--- config.mk ---
export PLATFORM = sky130hd
export DESIGN_NAME = gpio6_port
export DESIGN_NICKNAME = d
export VERILOG_FILES = /design/src/rtl/gpio6_pkg.sv /design/src/rtl/gpio6_latch_bank.sv /design/src/rtl/gpio6_drive.sv /design/src/rtl/gpio6_wake.sv /design/src/rtl/gpio6_port.sv
export SDC_FILE = /design/constraint.sdc
export NUM_CORES = 1
export LEC_CHECK = 0
export ABC_AREA = 0
export ABC_CLOCK_PERIOD_IN_PS = 1340
export BUFFER_PORTS_ARGS = -buffer_cell sky130_fd_sc_hd__buf_2
export CELL_PAD_IN_SITES_DETAIL_PLACEMENT = 1
export CELL_PAD_IN_SITES_GLOBAL_PLACEMENT = 1
export CORE_MARGIN = 4
export CORE_UTILIZATION = 24
export CTS_CLUSTER_DIAMETER = 60
export DETAILED_ROUTE_END_ITERATION = 7
export GPL_ROUTABILITY_DRIVEN = 1
export GPL_TIMING_DRIVEN = 1
export PLACE_DENSITY = 0.75
export SYNTH_ARGS = -nofsm -noshare
export SYNTH_HDL_FRONTEND = slang
export SYNTH_SLANG_ARGS = --single-unit
--- constraint.sdc ---
create_clock -name clk -period 1.34 [get_ports clk]
set_input_delay 0.134 -clock clk [delete_from_list [all_inputs] [get_ports clk]]
set_output_delay 0.134 -clock clk [all_outputs]
set_load 0.05 [all_outputs]
--- src/rtl/gpio6_pkg.sv ---
package gpio6_pkg;
    localparam int PIN_N = 6;
    localparam int REG_W = 8;
    typedef logic [PIN_N-1:0] pins_t;
endpackage

--- src/rtl/gpio6_latch_bank.sv ---
module gpio6_latch_bank
    import gpio6_pkg::*;
(
    input  logic  clk,
    input  logic  rst_n,
    input  pins_t wdata_i,
    input  logic  data_we_i,
    input  logic  dir_we_i,
    output pins_t data_q_o,
    output pins_t dir_q_o
);
    typedef struct packed {
        pins_t data;
        pins_t dir;
    } lat_t;

    lat_t st_d, st_q;

    always_comb begin
        st_d = st_q;
        if (data_we_i) st_d.data = wdata_i;
        if (dir_we_i)  st_d.dir  = wdata_i;
    end

    always_ff @(posedge clk or negedge rst_n) begin
        if (!rst_n) begin
            st_q.data <= '0;
            st_q.dir  <= '1;
        end else begin
            st_q <= st_d;
        end
    end

    assign data_q_o = st_q.data;
    assign dir_q_o  = st_q.dir;

    a_r3_dir_holds: assert property (@(posedge clk) disable iff (!rst_n)
        !dir_we_i |=> $stable(st_q.dir));
    a_r3_dir_loads: assert property (@(posedge clk) disable iff (!rst_n)
        dir_we_i |=> st_q.dir == $past(wdata_i));
    a_r7_data_holds: assert property (@(posedge clk) disable iff (!rst_n)
        !data_we_i |=> $stable(st_q.data));
endmodule

--- src/rtl/gpio6_drive.sv ---
module gpio6_drive
    import gpio6_pkg::*;
#(
    parameter int    IN_ONLY_PIN = 3,
    parameter int    OVR_PIN     = 2,
    parameter int    RST_PIN     = 3,
    parameter pins_t GROUP_MASK  = 6'b001011
) (
    input  pins_t dir_i,
    input  logic  ovr_off_i,
    input  logic  pu_en_i,
    input  logic  rst_mode_i,
    output pins_t oe_o,
    output pins_t pu_o
);
    always_comb begin
        for (int i = 0; i < PIN_N; i++) begin
            oe_o[i] = ~dir_i[i];
            if (i == IN_ONLY_PIN) oe_o[i] = 1'b0;
            if (i == OVR_PIN && ovr_off_i) oe_o[i] = 1'b0;
            pu_o[i] = pu_en_i & GROUP_MASK[i];
            if (i == RST_PIN && rst_mode_i) pu_o[i] = 1'b1;
        end
    end

    always_comb begin
        a_r4_in_only_quiet: assert (oe_o[IN_ONLY_PIN] == 1'b0);
        if (rst_mode_i) a_r9_rst_pullup: assert (pu_o[RST_PIN]);
    end
endmodule

--- src/rtl/gpio6_wake.sv ---
module gpio6_wake
    import gpio6_pkg::*;
(
    input  logic  clk,
    input  logic  rst_n,
    input  pins_t pad_i,
    input  pins_t mask_i,
    input  logic  en_i,
    input  logic  rd_stb_i,
    output logic  wake_o
);
    typedef struct packed {
        pins_t snap;
        logic  armed;
        logic  wake;
    } wk_t;

    wk_t st_d, st_q;
    logic diff;

    assign diff = |((pad_i ^ st_q.snap) & mask_i);

    always_comb begin
        st_d = st_q;
        if (rd_stb_i) begin
            st_d.snap  = pad_i;
            st_d.armed = 1'b1;
        end else if (st_q.armed && en_i && diff) begin
            st_d.wake = 1'b1;
        end
    end

    always_ff @(posedge clk or negedge rst_n) begin
        if (!rst_n) st_q <= '0;
        else        st_q <= st_d;
    end

    assign wake_o = st_q.wake;

    a_r10_wake_sticky: assert property (@(posedge clk) disable iff (!rst_n)
        st_q.wake |=> st_q.wake);
    a_r10_needs_enable: assert property (@(posedge clk) disable iff (!rst_n)
        (!en_i && !st_q.wake) |=> !st_q.wake);
    a_r10_needs_capture: assert property (@(posedge clk) disable iff (!rst_n)
        !st_q.armed |=> !st_q.wake);
endmodule

--- src/rtl/gpio6_port.sv ---
module gpio6_port
    import gpio6_pkg::*;
#(
    parameter int    IN_ONLY_PIN = 3,
    parameter int    OVR_PIN     = 2,
    parameter int    RST_PIN     = 3,
    parameter pins_t GROUP_MASK  = 6'b001011
) (
    input  logic             clk,
    input  logic             rst_n,
    input  logic [REG_W-1:0] wreg_i,
    input  logic             port_we_i,
    input  logic             dir_we_i,
    input  logic             port_re_i,
    output logic [REG_W-1:0] rd_data_o,
    input  logic [PIN_N-1:0] pad_in_i,
    output logic [PIN_N-1:0] pad_out_o,
    output logic [PIN_N-1:0] pad_oe_o,
    output logic [PIN_N-1:0] pad_pu_o,
    input  logic [PIN_N-1:0] alt_fn_i,
    input  logic             pu_en_i,
    input  logic             wake_en_i,
    input  logic             rst_pin_mode_i,
    input  logic             opt_p2_off_i,
    output logic             wake_o
);
    localparam pins_t RST_BIT = pins_t'(1) << RST_PIN;

    pins_t dir_q, wake_mask;
    logic  unused_hi;

    assign unused_hi = ^wreg_i[REG_W-1:PIN_N];

    gpio6_latch_bank u_lat (
        .clk       (clk),
        .rst_n     (rst_n),
        .wdata_i   (wreg_i[PIN_N-1:0]),
        .data_we_i (port_we_i),
        .dir_we_i  (dir_we_i),
        .data_q_o  (pad_out_o),
        .dir_q_o   (dir_q)
    );

    gpio6_drive #(
        .IN_ONLY_PIN (IN_ONLY_PIN),
        .OVR_PIN     (OVR_PIN),
        .RST_PIN     (RST_PIN),
        .GROUP_MASK  (GROUP_MASK)
    ) u_drv (
        .dir_i      (dir_q),
        .ovr_off_i  (opt_p2_off_i),
        .pu_en_i    (pu_en_i),
        .rst_mode_i (rst_pin_mode_i),
        .oe_o       (pad_oe_o),
        .pu_o       (pad_pu_o)
    );

    assign wake_mask = rst_pin_mode_i ? (GROUP_MASK & ~RST_BIT) : GROUP_MASK;

    gpio6_wake u_wk (
        .clk      (clk),
        .rst_n    (rst_n),
        .pad_i    (pad_in_i),
        .mask_i   (wake_mask),
        .en_i     (wake_en_i),
        .rd_stb_i (port_re_i),
        .wake_o   (wake_o)
    );

    assign rd_data_o = {{(REG_W-PIN_N){1'b0}}, pad_in_i & ~alt_fn_i};

    a_r5_ovr_off: assert property (@(posedge clk) disable iff (!rst_n)
        opt_p2_off_i |-> !pad_oe_o[OVR_PIN]);
    a_r2_upper_zero: assert property (@(posedge clk) disable iff (!rst_n)
        rd_data_o[REG_W-1:PIN_N] == '0);
endmodule

==> key figures, run 1 <==
Run status
  – Outcome: completed

Global route
  – Global Route met1 Usage: 11.6%
  – Total gr overflow: 0
  – Largest net degree at the start of global routing: 17
  – Met2 Usage GRT: between 15 and 20%
  – GRT Max-Usage Layer: met2
  – First-pass GRT wire length: around 3200 µm
  – Vias in the first global route: about 680
  – M3 GR Usage: ~4.1%
  – GRT Total Usage: 10.0%
  – Initial antenna violation count: 0

STA
  – Final min period: around 1.2 ns
  – Fin Hold WS: 0.0736 ns
  – RSZ-0062 raised after global routing: no
  – Tcrit/Tclk final: 89.3%
  – Final hold vios: 0
  – Setup Viol. Count Final: 0
  – Worst Slack Setup Final: roughly 0.14 ns
  – Clock skew: 0.00441 ns
  – Setup TNS Final: 0 ns
  – Max frequency: about 840 MHz
  – Fin. max-slew vios: 0

Placed design
  – DPL Wire Length: between 1500 and 2000 µm
  – Port bufs: between 40 and 50
  – GP Congestion: 0.657
  – Placed cell area: 967 µm²
  – Pre-CTS WS: 0.312 ns

Worst setup path
  – R2r setup slk: about 0.32 ns
  – WP data arrival: between 1 and 1.5 ns
  – CP Max Fanout: 2
  – Reg2reg path depth: 3
  – R2R Path Start: u_wk.st_q[3]
  – Worst Setup Start Kind: flip-flop
  – Worst Setup End Kind: output port
  – FF-to-FF End: u_wk.wake_o
  – Crit Path Category: reg -> out
  – Critical Path RT: ~1.2 ns

Clocking
  – CTS max path bufs: 2
  – Latest clock arrival within the worst-skew pair: about 0.28 ns
  – CTS root buf: clkbuf_4
  – CTS buffer count: 3
  – CTS H-Tree Depth: 1
  – CTS tree: built
  – Worst-path clk slew: approximately 0.1 ns
  – Clock Sinks: 16
  – PostCTS Resize Cnt: 0

Die
  – Starting Density: between 20% and 30%
  – FP Rows: 19
  – Die Span Y: 63.7 µm
  – Die ar.: approximately 0.0041 mm²
  – Number of I/O pins: between 50 and 60
  – Core ar.: about 0.0029 mm²
  – Die width: 63.7 µm

Layout
  – Commonest non-fill, non-tap cell in the layout: buf_2
  – NumNets Final: 141
  – Share of layout cells above drive strength 1: around three fifths
  – Commonest non-fill, non-tap cells in the layout: buf_2 (47), dfrtp_1 (11), mux2_2 (10)
  – Footprint of the multi-input gates: about 270 µm²
  – Non-Filler Cell Area, Final: slightly above 0.001 mm²
  – # diodes: 0
  – Synthesis-to-layout area growth: 36.1%
  – Final Util: ~36%
  – Fillers: between 300 and 400
  – FF+latch area: slightly above 400 µm²

Drt
  – # DRC: 0
  – DR pass1 iterations: 3
  – Via count: 611
  – Total Wirelength: 1830 µm
  – Routed len/inst: around 13 µm
  – Antenna Nets Post-Route: 0
  – Vias per inst: roughly 4.3
  – Initial drt markers: 6

Power
  – Flop pwr share: between 40% and 50%
  – VDD IR-drop max: roughly 0.44 mV
  – LEAKAGE: around 0.5 nW
  – Sw frac: between 30% and 40%
  – NetSw: 447 µW
  – Logic pwr share: a little under a third
  – Cell Pwr Density: 1240 mW/mm²
  – Internal power: between 800 and 900 µW
  – Clock power share: ~25%

Job
  – Number of max-cap violations: 0

Yosys
  – Count of cell types in the netlist: 15
  – Average cell area after synthesis: between 10 and 15 µm²
  – Synth Warn #: 0
  – Synth Instances: 64
  – Cell area after synthesis: about 740 µm²
  – Post-synthesis register bit count: 16
  – Seq/Total Area, Yosys: ~55%

Hold path
  – Hold EP: u_lat.dir_q_o[1]
  – Min-delay src: wreg_i[1]
  – Hold WC Path Type: in -> reg
  – Hold path cells: 3
power groups by stage:
stage	clock network, mW	logic (mW)	registers [mW]
finish	0.316	0.384	0.553
global route	0.356	0.410	0.561
CTS	0.330	0.390	0.555
detailed placement	0	0.387	0.564
global placement	0	0.379	0.559
floorplan	0	0.229	0.624
critical path: stages, from the launching register on:
cell and delay, ns:
dfstp_2 0.53, inv_1 0.05, buf_2 0.21
routing by layer:
metal  vias up  part of all wire [%]  wire length (µm)
met3         2                    13               245
met4         0                  0.49                 9
met1       285                    37               686
li1        285                     -                 -
met5         -                     0                 0
met2        39                    49               888
kinds of logic (layout without fill, tap and decap cells):
kind of cell,after synthesis,count (layout),synth area share [%]
mux,10,10,15.1
xor+xnor,3,3,3.53
simple gates,13,13,9.24
flops,16,16,54.6
compound gates,6,6,5.04
buf+inv,15,57,11.9
other cells,1,6,0.504
layout make-up:
class | instances | share of cell area [%]
Timing Repair Buffer | 48 | 24.2
Clock buffer | 4 | 3.58
Multi-Input combinational cell | 38 | 26.4
Tap cell | 31 | 3.83
Inverter | 5 | 1.85
Sequential cell | 16 | 40.1
registers in the layout (all words and copies together) (netlist names):
name and flops:
u_wk.wake_o 1, u_wk.st_q 4, u_lat.data_q_o 6, u_lat.dir_q_o 5
repair_timing:
item	CTS	global route
setup endpoints to repair	0	0
hold buffers	1	0
endpoints found under the hold margin	11	0
setup buffers	0	0
how the worst max path moves through the flow:
stage / end / startpoint / depth (start not counted)
final: pad_oe_o[4] / u_lat.dir_q_o[4] / 2
after global routing: pad_oe_o[4] / u_lat.dir_q_o[4] / 2
after CTS: pad_oe_o[4] / u_lat.dir_q_o[4] / 2
after detailed placement: u_wk.wake_o / u_wk.st_q[5] / 3
after floorplan: pad_oe_o[2] / u_lat.dir_q_o[2] / 1
after global placement: u_wk.wake_o / u_wk.st_q[3] / 3
cell usage after synthesis, drive strengths merged:
cell    count  area share [%]
dfrtp      11              37
buf        10             9.4
mux2       10              15
nor2b       6             5.0
dfstp       5              18
inv         5             2.5
nand2       4             2.0
o21ai       4             2.7
xnor2       3             3.5
or2         2             1.7
a41o        1             1.3
conb        1            0.50
nor2        1            0.50
o211ai      1             1.0
through the flow:
step	cells	total power [mW]
2_1_floorplan	69	0.853
3_3_place_gp	137	0.938
3_5_place_dp	137	0.951
4_1_cts	142	1.28
5_1_grt	142	1.33
6_report	142	1.25
Note: power is estimated with default switching activity, not from simulation.
==> run 2, diff against run 1 <==
--- a/config.mk
+++ b/config.mk
@@ -5,7 +5,7 @@
 export SDC_FILE = /design/constraint.sdc
 export NUM_CORES = 1
 export LEC_CHECK = 0
-export ABC_AREA = 0
+export ABC_AREA = 1
 export ABC_CLOCK_PERIOD_IN_PS = 1340
 export BUFFER_PORTS_ARGS = -buffer_cell sky130_fd_sc_hd__buf_2
 export CELL_PAD_IN_SITES_DETAIL_PLACEMENT = 1
==> run 2 against run 1 <==
Register-to-register slack gained 0.15 ns. Sequential power is essentially flat. Combinational power grew 4%. Via count rose by 14%. Maximum frequency shrank 1.2%. Critical path type unchanged. Critical endpoint is now pad_oe_o[2].
==> key figures, run 2 <==
Yosys
  – Synth Warn #: 0
  – Ys async rst share: 100%
  – Seq/Total Area, Yosys: 49.8%
  – Count of cell types in the netlist: 12
  – Most common cell in the netlist: nand2_1
  – Synth area leaders: dfrtp_1 (34%), dfstp_2 (16%), mux2_4 (13%), nand2_1 (9.2%), buf_4 (7.4%)
  – Top FF cell, synth: dfrtp_1
  – Synth Instances: 87
  – Commonest cells post-synth: nand2_1 (20), inv_1 (15), dfrtp_1 (11), buf_4 (8), nor2_1 (8)
  – Post-synthesis register bit count: 16
  – Cell accounting for the most synthesized area: dfrtp_1
  – Post-synth top area share: between 30 and 40%
  – Cell area after synthesis: between 800 and 900 µm²
  – Average cell area after synthesis: 9.38 µm²
  – Post-synth EDFFs: 0

Global route
  – Vias in the first global route: approximately 770
  – Initial antenna violation count: 0
  – GRT Total Usage: a little under a tenth
  – Largest net degree at the start of global routing: 17
  – First-pass GRT wire length: roughly 3200 µm
  – Total gr overflow: 0

Clocking
  – CTS max path bufs: 2
  – CTS buffer count: 3
  – Hold_buf cts: 1
  – CTS root buf: clkbuf_4
  – CTS tree: built
  – CTS H-Tree Depth: 1
  – Latest clock arrival within the worst-skew pair: 0.28 ns
  – Setup repair bufs after CTS: 0
  – Clock Sinks: 16
  – Worst-path clk slew: ~0.10 ns
  – PostCTS Resize Cnt: 0

STA
  – Setup TNS Final: 0 ns
  – RSZ-0062 raised after global routing: no
  – Final min period: roughly 1.2 ns
  – Final hold vios: 0
  – Setup Viol. Count Final: 0
  – Clock skew: approximately 0.0052 ns
  – Max frequency: 826 MHz
  – Tcrit/Tclk final: 90.4%
  – Fin. max-slew vios: 0

Power
  – VDD IR-drop max: 0.476 mV
  – Cell Pwr Density: around 1200 mW/mm²
  – LEAKAGE: between 0.6 and 0.7 nW

Worst setup path
  – Worst Setup Start Kind: flip-flop
  – CP Max Fanout: 2
  – Crit Path Category: reg -> out
  – Worst Setup End Kind: output port
  – Critical Path RT: around 1.2 ns
  – WP data arrival: between 1 and 1.5 ns

Die
  – Die width: 66.3 µm
  – Starting Density: about a quarter
  – Die ar.: 0.00440 mm²
  – Number of I/O pins: 56
  – FP Rows: 20
  – Die Span Y: 66.3 µm
  – Core ar.: 0.00315 mm²

Layout
  – Commonest non-fill, non-tap cell in the layout: buf_2
  – Non-Filler Cell Area, Final: 0.00109 mm²
  – # diodes: 0
  – Final Util: 34.5%
  – Max FFs per register: 6
  – NumNets Final: ~160
  – Commonest non-fill, non-tap cells in the layout: buf_2 (47), nand2_1 (20), inv_1 (15)
  – Fillers: between 400 and 500
  – Synthesis-to-layout area growth: 33.4%
  – Share of layout cells above drive strength 1: 48.5%

Drt
  – Total Wirelength: ~1900 µm
  – # DRC: 0
  – DR pass1 iterations: 2
  – Via count: approximately 700
  – Vias per inst: a little under 4
  – Routed len/inst: about 11 µm
  – Initial drt markers: 9
  – Antenna Nets Post-Route: 0

Placed design
  – Placed cell area: around 0.0010 mm²
  – GP Congestion: roughly 0.70
  – Port bufs: 47
  – DPL Wire Length: between 1500 and 2000 µm

Job
  – Number of max-cap violations: 0

Hold path
  – Hold WC Path Type: in -> reg

Run status
  – Outcome: completed
run 2: cell types whose count changed after synthesis, sizes merged, moves of 3 or more:
cell	before	now
xnor2	3	0
mux2	10	7
nor2b	6	0
inv	5	15
o21ai	4	7
nor2	1	8
nand2	4	20
run 2: logic make-up (layout without fill, tap and decap cells):
family | Yosys count | after routing | share of synthesized area [%]
AOI/OAI and AO/OA | 7 | 7 | 4.29
buffers and inverters | 25 | 67 | 17.0
DFF | 16 | 16 | 49.8
muxes | 7 | 7 | 12.9
other | 1 | 6 | 0.460
and+or+nand+nor | 31 | 31 | 15.5
run 2: metrics by stage:
stage / hold slack, ns / power (mW) / setup WS (ns) / cells
floorplan: -0.162 / 0.870 / 0.212 / 92
global placement: 0.0647 / 0.954 / 0.459 / 173
detailed placement: 0.0732 / 0.967 / 0.447 / 173
CTS: 0.0553 / 1.30 / 0.110 / 178
global route: 0.0587 / 1.35 / 0.0803 / 178
finish: 0.0700 / 1.27 / 0.129 / 178
run 2: path summary, 6_finish.rpt:
| path | from | to | slack, ns | depth (start not counted) |
|---|---|---|---|---|
| worst max register to register | u_wk.st_q[2] | u_wk.wake_o | 0.47 | 6 |
| min in group asynchronous | rst_n | u_lat.data_q_o[5] | 0.27 | 2 |
| worst min-delay path | wreg_i[1] | u_lat.dir_q_o[1] | 0.07 | 3 |
| worst min register to register | u_wk.wake_o | u_wk.wake_o | 0.47 | 2 |
| worst max-delay path | u_lat.dir_q_o[2] | pad_oe_o[2] | 0.13 | 2 |
| max in group asynchronous | rst_n | u_lat.dir_q_o[1] | 0.76 | 2 |
run 2: where the power goes:
part           internal, mW  switching [mW]  leakage (nW)
sequential            0.533          0.0205         0.177
clock                 0.165           0.153        0.0210
combinational         0.112           0.289         0.429
run 2: layer usage:
layer  track usage [%]  wire, µm  vias to the layer above
met5                 0         0                        -
met4              2.28         0                        0
met3              2.72       280                        0
met2              16.4       845                       46
met1              11.0       793                      312
li1                  -         -                      340
run 2: area by class of cell:
class | instances | area (µm²) | area share (%)
sequential | 16 | 407 | 37.4
multi-input combinational | 51 | 289 | 26.6
timing repair buffer | 48 | 245 | 22.5
inverter | 15 | 56.3 | 5.17
tap | 44 | 55.1 | 5.06
clock buffer | 4 | 36.3 | 3.33
run 2: critical path, cell delays in order, from the launching register on:
cell and delay [ns]:
dfstp_2 0.55, nor2_1 0.04, buf_2 0.20
